### src/rtl/spi_regwr_pkg.sv
package spi_regwr_pkg;
  typedef enum logic [1:0] {
    FR_HDR  = 2'd0,
    FR_PTR  = 2'd1,
    FR_DATA = 2'd2,
    FR_SKIP = 2'd3
  } frame_state_t;

  localparam int unsigned BYTE_W = 8;
  localparam int unsigned BIT_CNT_W = $clog2(BYTE_W);
endpackage

### src/rtl/spi_regwr_sync.sv
module spi_regwr_sync #(
  parameter int unsigned WIDTH = 3,
  parameter int unsigned STAGES = 2,
  parameter logic [WIDTH-1:0] RST_VAL = '0
) (
  input  logic             clk,
  input  logic             rst_n,
  input  logic [WIDTH-1:0] async_in,
  output logic [WIDTH-1:0] sync_out
);
  logic [WIDTH-1:0] chain [STAGES];

  for (genvar s = 0; s < STAGES; s++) begin : g_stage
    if (s == 0) begin : g_first
      always_ff @(posedge clk) begin
        if (!rst_n) chain[s] <= RST_VAL;
        else        chain[s] <= async_in;
      end
    end else begin : g_next
      always_ff @(posedge clk) begin
        if (!rst_n) chain[s] <= RST_VAL;
        else        chain[s] <= chain[s-1];
      end
    end
  end

  assign sync_out = chain[STAGES-1];
endmodule

### src/rtl/spi_regwr_deser.sv
module spi_regwr_deser
  import spi_regwr_pkg::*;
(
  input  logic              clk,
  input  logic              rst_n,
  input  logic              cs_n_s,
  input  logic              sck_s,
  input  logic              din_s,
  output logic              byte_done,
  output logic [BYTE_W-1:0] byte_val,
  output logic              frame_end
);
  localparam logic [BIT_CNT_W-1:0] LAST_BIT = BIT_CNT_W'(BYTE_W - 1);
  localparam logic [BIT_CNT_W-1:0] CNT_ONE  = BIT_CNT_W'(1);

  logic                 sck_d;
  logic                 cs_d;
  logic                 sck_rise;
  logic [BIT_CNT_W-1:0] bit_cnt;
  logic [BYTE_W-2:0]    shreg;

  assign sck_rise  = sck_s && !sck_d && !cs_n_s;
  assign frame_end = cs_n_s && !cs_d;

  always_ff @(posedge clk) begin
    if (!rst_n) begin
      sck_d <= 1'b0;
      cs_d  <= 1'b1;
    end else begin
      sck_d <= sck_s;
      cs_d  <= cs_n_s;
    end
  end

  always_ff @(posedge clk) begin
    if (!rst_n) begin
      bit_cnt   <= '0;
      shreg     <= '0;
      byte_done <= 1'b0;
      byte_val  <= '0;
    end else begin
      byte_done <= 1'b0;
      if (cs_n_s) begin
        bit_cnt <= '0;
      end else if (sck_rise) begin
        shreg   <= {shreg[BYTE_W-3:0], din_s};
        bit_cnt <= bit_cnt + CNT_ONE;
        if (bit_cnt == LAST_BIT) begin
          byte_done <= 1'b1;
          byte_val  <= {shreg, din_s};
        end
      end
    end
  end

  // the bit count starts over after every select release
  assert_count_clear_R8: assert property (@(posedge clk) disable iff (!rst_n)
    frame_end |=> (bit_cnt == '0));

  // no byte is reported while the select is high
  assert_idle_quiet_R7: assert property (@(posedge clk) disable iff (!rst_n)
    (cs_n_s && $past(cs_n_s)) |=> !byte_done);
endmodule

### src/rtl/spi_regwr_frame.sv
module spi_regwr_frame
  import spi_regwr_pkg::*;
#(
  parameter int unsigned PTR_W = 7,
  parameter logic [6:0]  DEV_ID = 7'h10
) (
  input  logic              clk,
  input  logic              rst_n,
  input  logic              byte_done,
  input  logic [BYTE_W-1:0] byte_val,
  input  logic              frame_end,
  output logic              push,
  output logic [PTR_W-1:0]  push_addr,
  output logic [BYTE_W-1:0] push_data
);
  localparam logic [PTR_W-1:0] PTR_ONE = PTR_W'(1);

  frame_state_t     state;
  logic [PTR_W-1:0] ptr;
  logic             incr;
  logic             hdr_ok;

  assign hdr_ok = (byte_val[7:1] == DEV_ID) && !byte_val[0];

  always_ff @(posedge clk) begin
    if (!rst_n) begin
      state     <= FR_HDR;
      ptr       <= '0;
      incr      <= 1'b0;
      push      <= 1'b0;
      push_addr <= '0;
      push_data <= '0;
    end else begin
      push <= 1'b0;
      if (frame_end) begin
        state <= FR_HDR;
      end else if (byte_done) begin
        unique case (state)
          FR_HDR:  state <= hdr_ok ? FR_PTR : FR_SKIP;
          FR_PTR: begin
            ptr   <= byte_val[PTR_W-1:0];
            incr  <= byte_val[7];
            state <= FR_DATA;
          end
          FR_DATA: begin
            push      <= 1'b1;
            push_addr <= ptr;
            push_data <= byte_val;
            if (incr) ptr <= ptr + PTR_ONE;
          end
          FR_SKIP: state <= FR_SKIP;
          default: state <= FR_HDR;
        endcase
      end
    end
  end

  // a rejected frame never produces a write
  assert_skip_silent_R3: assert property (@(posedge clk) disable iff (!rst_n)
    (state == FR_SKIP) |=> !push);

  // increment mode moves the pointer by one per written byte
  assert_ptr_step_R5: assert property (@(posedge clk) disable iff (!rst_n)
    (byte_done && !frame_end && state == FR_DATA && incr) |=> (ptr == push_addr + PTR_ONE));

  // fixed mode keeps the pointer on the same register
  assert_ptr_fixed_R6: assert property (@(posedge clk) disable iff (!rst_n)
    (byte_done && !frame_end && state == FR_DATA && !incr) |=> (ptr == push_addr));

  // select release always brings the parser back to the header
  assert_frame_restart_R8: assert property (@(posedge clk) disable iff (!rst_n)
    frame_end |=> (state == FR_HDR));
endmodule

### src/rtl/spi_regwr_outq.sv
module spi_regwr_outq
  import spi_regwr_pkg::*;
#(
  parameter int unsigned PTR_W = 7
) (
  input  logic              clk,
  input  logic              rst_n,
  input  logic              push,
  input  logic [PTR_W-1:0]  push_addr,
  input  logic [BYTE_W-1:0] push_data,
  output logic              out_valid,
  input  logic              out_ready,
  output logic [PTR_W-1:0]  out_addr,
  output logic [BYTE_W-1:0] out_data
);
  logic slot_free;

  assign slot_free = !out_valid || out_ready;

  always_ff @(posedge clk) begin
    if (!rst_n) begin
      out_valid <= 1'b0;
      out_addr  <= '0;
      out_data  <= '0;
    end else begin
      if (out_valid && out_ready) out_valid <= 1'b0;
      if (push && slot_free) begin
        out_valid <= 1'b1;
        out_addr  <= push_addr;
        out_data  <= push_data;
      end
    end
  end

  // an offered write holds until accepted
  assert_hold_R9: assert property (@(posedge clk) disable iff (!rst_n)
    (out_valid && !out_ready) |=> (out_valid && $stable(out_addr) && $stable(out_data)));

  // a byte arriving against a waiting write does not replace it
  assert_drop_R10: assert property (@(posedge clk) disable iff (!rst_n)
    (out_valid && !out_ready && push) |=> ($stable(out_data) && $stable(out_addr)));
endmodule

### src/rtl/spi_regwr_port.sv
module spi_regwr_port
  import spi_regwr_pkg::*;
#(
  parameter int unsigned PTR_W = 7,
  parameter logic [6:0]  DEV_ID = 7'h10,
  parameter int unsigned SYNC_STAGES = 2
) (
  input  logic              clk,
  input  logic              rst_n,
  input  logic              ser_cs_n,
  input  logic              ser_clk,
  input  logic              ser_din,
  output logic              wr_valid,
  input  logic              wr_ready,
  output logic [PTR_W-1:0]  wr_addr,
  output logic [BYTE_W-1:0] wr_data
);
  logic              cs_n_s, sck_s, din_s;
  logic              byte_done, frame_end;
  logic [BYTE_W-1:0] byte_val;
  logic              push;
  logic [PTR_W-1:0]  push_addr;
  logic [BYTE_W-1:0] push_data;

  spi_regwr_sync #(
    .WIDTH   (3),
    .STAGES  (SYNC_STAGES),
    .RST_VAL (3'b100)
  ) u_sync (
    .clk      (clk),
    .rst_n    (rst_n),
    .async_in ({ser_cs_n, ser_clk, ser_din}),
    .sync_out ({cs_n_s, sck_s, din_s})
  );

  spi_regwr_deser u_deser (
    .clk       (clk),
    .rst_n     (rst_n),
    .cs_n_s    (cs_n_s),
    .sck_s     (sck_s),
    .din_s     (din_s),
    .byte_done (byte_done),
    .byte_val  (byte_val),
    .frame_end (frame_end)
  );

  spi_regwr_frame #(
    .PTR_W  (PTR_W),
    .DEV_ID (DEV_ID)
  ) u_frame (
    .clk       (clk),
    .rst_n     (rst_n),
    .byte_done (byte_done),
    .byte_val  (byte_val),
    .frame_end (frame_end),
    .push      (push),
    .push_addr (push_addr),
    .push_data (push_data)
  );

  spi_regwr_outq #(
    .PTR_W (PTR_W)
  ) u_outq (
    .clk       (clk),
    .rst_n     (rst_n),
    .push      (push),
    .push_addr (push_addr),
    .push_data (push_data),
    .out_valid (wr_valid),
    .out_ready (wr_ready),
    .out_addr  (wr_addr),
    .out_data  (wr_data)
  );
endmodule

### config.mk
export PLATFORM = sky130hd
export DESIGN_NAME = spi_regwr_port
export DESIGN_NICKNAME = d
export VERILOG_FILES = /design/src/rtl/spi_regwr_pkg.sv /design/src/rtl/spi_regwr_sync.sv /design/src/rtl/spi_regwr_deser.sv /design/src/rtl/spi_regwr_frame.sv /design/src/rtl/spi_regwr_outq.sv /design/src/rtl/spi_regwr_port.sv
export SDC_FILE = /design/constraint.sdc
export NUM_CORES = 1
export LEC_CHECK = 0
export CORE_ASPECT_RATIO = 1.2
export CORE_UTILIZATION = 55
export DETAILED_ROUTE_END_ITERATION = 16
export PLACE_DENSITY_LB_ADDON = 0.12
export SYNTH_ARGS = -nofsm -noshare
export SYNTH_HDL_FRONTEND = slang
export SYNTH_SLANG_ARGS = --single-unit
### constraint.sdc
create_clock -name clk -period 1.9 [get_ports clk]
set_input_delay 0.57 -clock clk [delete_from_list [all_inputs] [get_ports clk]]
set_output_delay 0.57 -clock clk [all_outputs]
set_load 0.01 [all_outputs]
==> results.yml <==
place:
  dp.cells: 349
  place_area_um2: 2960
  gp_congestion: 0.780
  hpwl_mm: 3.08
  io_buffers: 21
critical_path:
  crit_type: "reg -> out"
  cp_cell_sequence: "clkdlybuf4s50_1"
  r2r_slack_ns: 0.28
  path_delay_family: "buffers and inverters"
  worstPathRequired_ns: 1.33
  cp-startpoint: "u_outq.out_data[0]$_SDFFE_PN0P_"
  slowest_stage: "clkdlybuf4s50_1"
  cp-start-kind: "flop"
  regToRegEndpoint: "u_frame.ptr[4]$_SDFFE_PN0P_"
  cp_max_fo: 2
  worstReg2RegStart: "u_frame.ptr[0]$_SDFFE_PN0P_"
  arrival_ns: 1.23
  reg2reg_depth: 5
  endpoint_kind: "output pin"
  max_stage_delay_ns: 0.54
  cp_num_buf_inv: 1
global_routing:
  grt_usage_pct: 19.9
  overflow: 0
  grt_pass1_wl_mm: 7.69
  grt_pass1_vias: 1710
  antenna_found_initial: 0
  grt_max_degree: 22
clocking:
  clock-root-buffer: "clkbuf_8"
  cts.path.max_buffers: 2
  cts_hold_buffers: 0
  cts_tree: "done"
  cts_setup_buffers: 0
  clkSinkCount: 69
  ctsResizeCount: 0
  cts_buffers: 9
  path_clk_slew_ns: 0.07
  clk_latency_ns: 0.34
  h-tree-depth: 3
timing:
  tightestPinTransition_ns: 0.402
  fmax_mhz: 556
  setup_violations: 0
  max_slew_margin_pct: 73.1
  fin_tns_setup_ns: 0
  timing.final.crit_period_ns: 1.80
  period_share_pct: 94.6
  slew_viol_final: 0
  rsz0062_at_grt: "false"
  hold_viol: 0
  skew_ns: 0.00501
synth:
  synth_cells: 275
  synth_area_leaders: "dfxtp_1 (52%), mux2i_1 (15%), nor2_1 (7.1%)"
  synth-seq-area-share_pct: 51.5
  synthDistinctLibCells: 38
  synth_fp_nets: 284
  netlist_area_um2: 2680
  synth_area_leader_cell: "dfxtp_1"
  synth_top_area_share_pct: 51.5
  synth-seq-cells: 69
  syn_avg_cell_area_um2: 9.75
  yosys_warnings: 0
floorplan:
  die_w_um: 65.7
  rows: 27
  num_io_pins: 22
  die_area_um2: 5160
  core_um2: 4630
  die_h_um: 78.5
  initial_core_util_pct: 57.9
route:
  drtIter0Drc: 49
  firstDrtPassIters: 4
  vias: 1918
  drc: 0
  antenna_left: 0
  wirelength_mm: 4.58
  wl_per_cell_um: 12.5
  vias_per_cell: 5.25
layout:
  fin_cells: 365
  syn_to_final_growth_pct: 19.2
  final_util_pct: 69.0
  layout-drive-gt1-share_pct: 10.4
  finalInstanceArea_um2: 3200
  nNetsFinal: 311
  antenna_cells: 0
  fill_cells: 368
hold_path:
  min_path_type: "reg -> reg"
  holdPathStages: 1
  hold_path_end: "u_sync.chain[1][2]$_SDFF_PN1_"
  hp-start: "u_sync.chain[0][2]$_SDFF_PN1_"
power_and_ir_drop:
  ir_drop_mv: 0.728
  cellLeakagePower_nw: 1.39
  power_w: 0.00292
  power_density_nw_per_um2: 915
run:
  drv_cap: 0
status:
  outcome: "complete, no violations"
[power breakdown]
part           leakage (nW)  switching [W]   total, W  internal [W]
clock                 0.121       0.000511    0.00142      0.000907
combinational         0.715      0.0000302  0.0000519     0.0000217
sequential            0.557     0.00000257    0.00146       0.00145
[sequential cells by signal, summed over array words and instances, names as in the netlist]
signal,flops
u_outq.out_valid,1
u_deser.sck_d,1
u_frame.push,1
u_deser.cs_d,1
u_deser.byte_done,1
u_frame.push_addr,7
u_frame.push_data,8
u_outq.out_addr,7
u_frame.state,2
u_deser.shreg,7
u_deser.byte_val,8
u_frame.ptr,7
u_frame.incr,1
u_outq.out_data,8
u_sync.chain,6
u_deser.bit_cnt,3
[kinds of logic after synthesis]
family	count (synthesis)	synth area share (%)
xor+xnor	2	0.654
flops	69	51.5
simple gates	108	19.0
compound gates	33	7.89
fa+ha+maj	3	1.40
mux	42	15.7
buf+inv	18	3.83
[metal layers]
layer	wire [um]	global-route usage, %	vias to the layer above	part of all wire, %
met2	2080	30.0	34	46
li1	-	-	981	-
met4	131	14.1	0	2.9
met5	0	0	-	0
met1	2200	23.9	889	48
met3	162	5.81	14	3.5
[worst max-delay path by stage]
stage	end	slack [ns]	cells past startpoint
3_3_place_gp	u_deser.shreg[6]$_SDFFE_PN0P_	0.18	4
5_1_grt	wr_valid	0.05	1
4_1_cts	wr_data[0]	0.08	1
3_5_place_dp	u_outq.out_addr[3]$_SDFFE_PN0P_	0.16	5
2_1_floorplan	u_outq.out_addr[0]$_SDFFE_PN0P_	0.37	4
6_report	wr_data[0]	0.10	1
[cell type report]
| class | count | area [um^2] | share of cell area [%] |
|---|---|---|---|
| inverter | 4 | 15.0 | 0.470 |
| clock inverter | 4 | 95.1 | 2.98 |
| clock buffer | 12 | 145 | 4.54 |
| multi-input combinational | 188 | 1200 | 37.4 |
| sequential | 69 | 1380 | 43.2 |
| timing repair buffer | 30 | 290 | 9.08 |
| tap | 58 | 72.6 | 2.27 |
[synthesized netlist by cell type]
library cell	instances
nor4_1	2
inv_2	1
a21o_1	1
ha_1	3
o31ai_1	2
nor2_1	51
nand3_4	1
a31oi_1	1
and2_1	7
o211ai_1	3
or4_1	1
nand3_1	4
inv_1	3
nand2_1	26
nand2b_1	4
nor2b_1	3
and2b_2	1
clkbuf_1	4
o21ai_0	3
a21oi_1	15
nand4_1	1
buf_2	4
buf_1	2
o21ai_2	2
dfxtp_1	69
buf_6	4
or3_1	2
o221a_2	1
mux2i_1	41
o21a_1	2
and2b_1	1
mux2_2	1
xnor2_1	2
a211o_1	2
nor3b_1	2
and3b_2	1
nand2b_4	1
a311oi_1	1
[cell usage in the layout (no fill, tap or decap), drive strengths merged, types with 7 or more instances in the layout]
cell and instances:
dfxtp 69, nand2 26, clkbuf 12, a21oi 15
clkdlybuf4s50 21, mux2i 41, buf 9, nor2 51
and2 7
[per-stage QoR]
stage               hold slack, ns  setup slack [ns]
finish                       0.410             0.103
global route                 0.437            0.0546
CTS                          0.411            0.0810
detailed placement           0.394             0.160
global placement             0.389             0.185
floorplan                    0.386             0.373
Power figures use the tool's default switching activity.
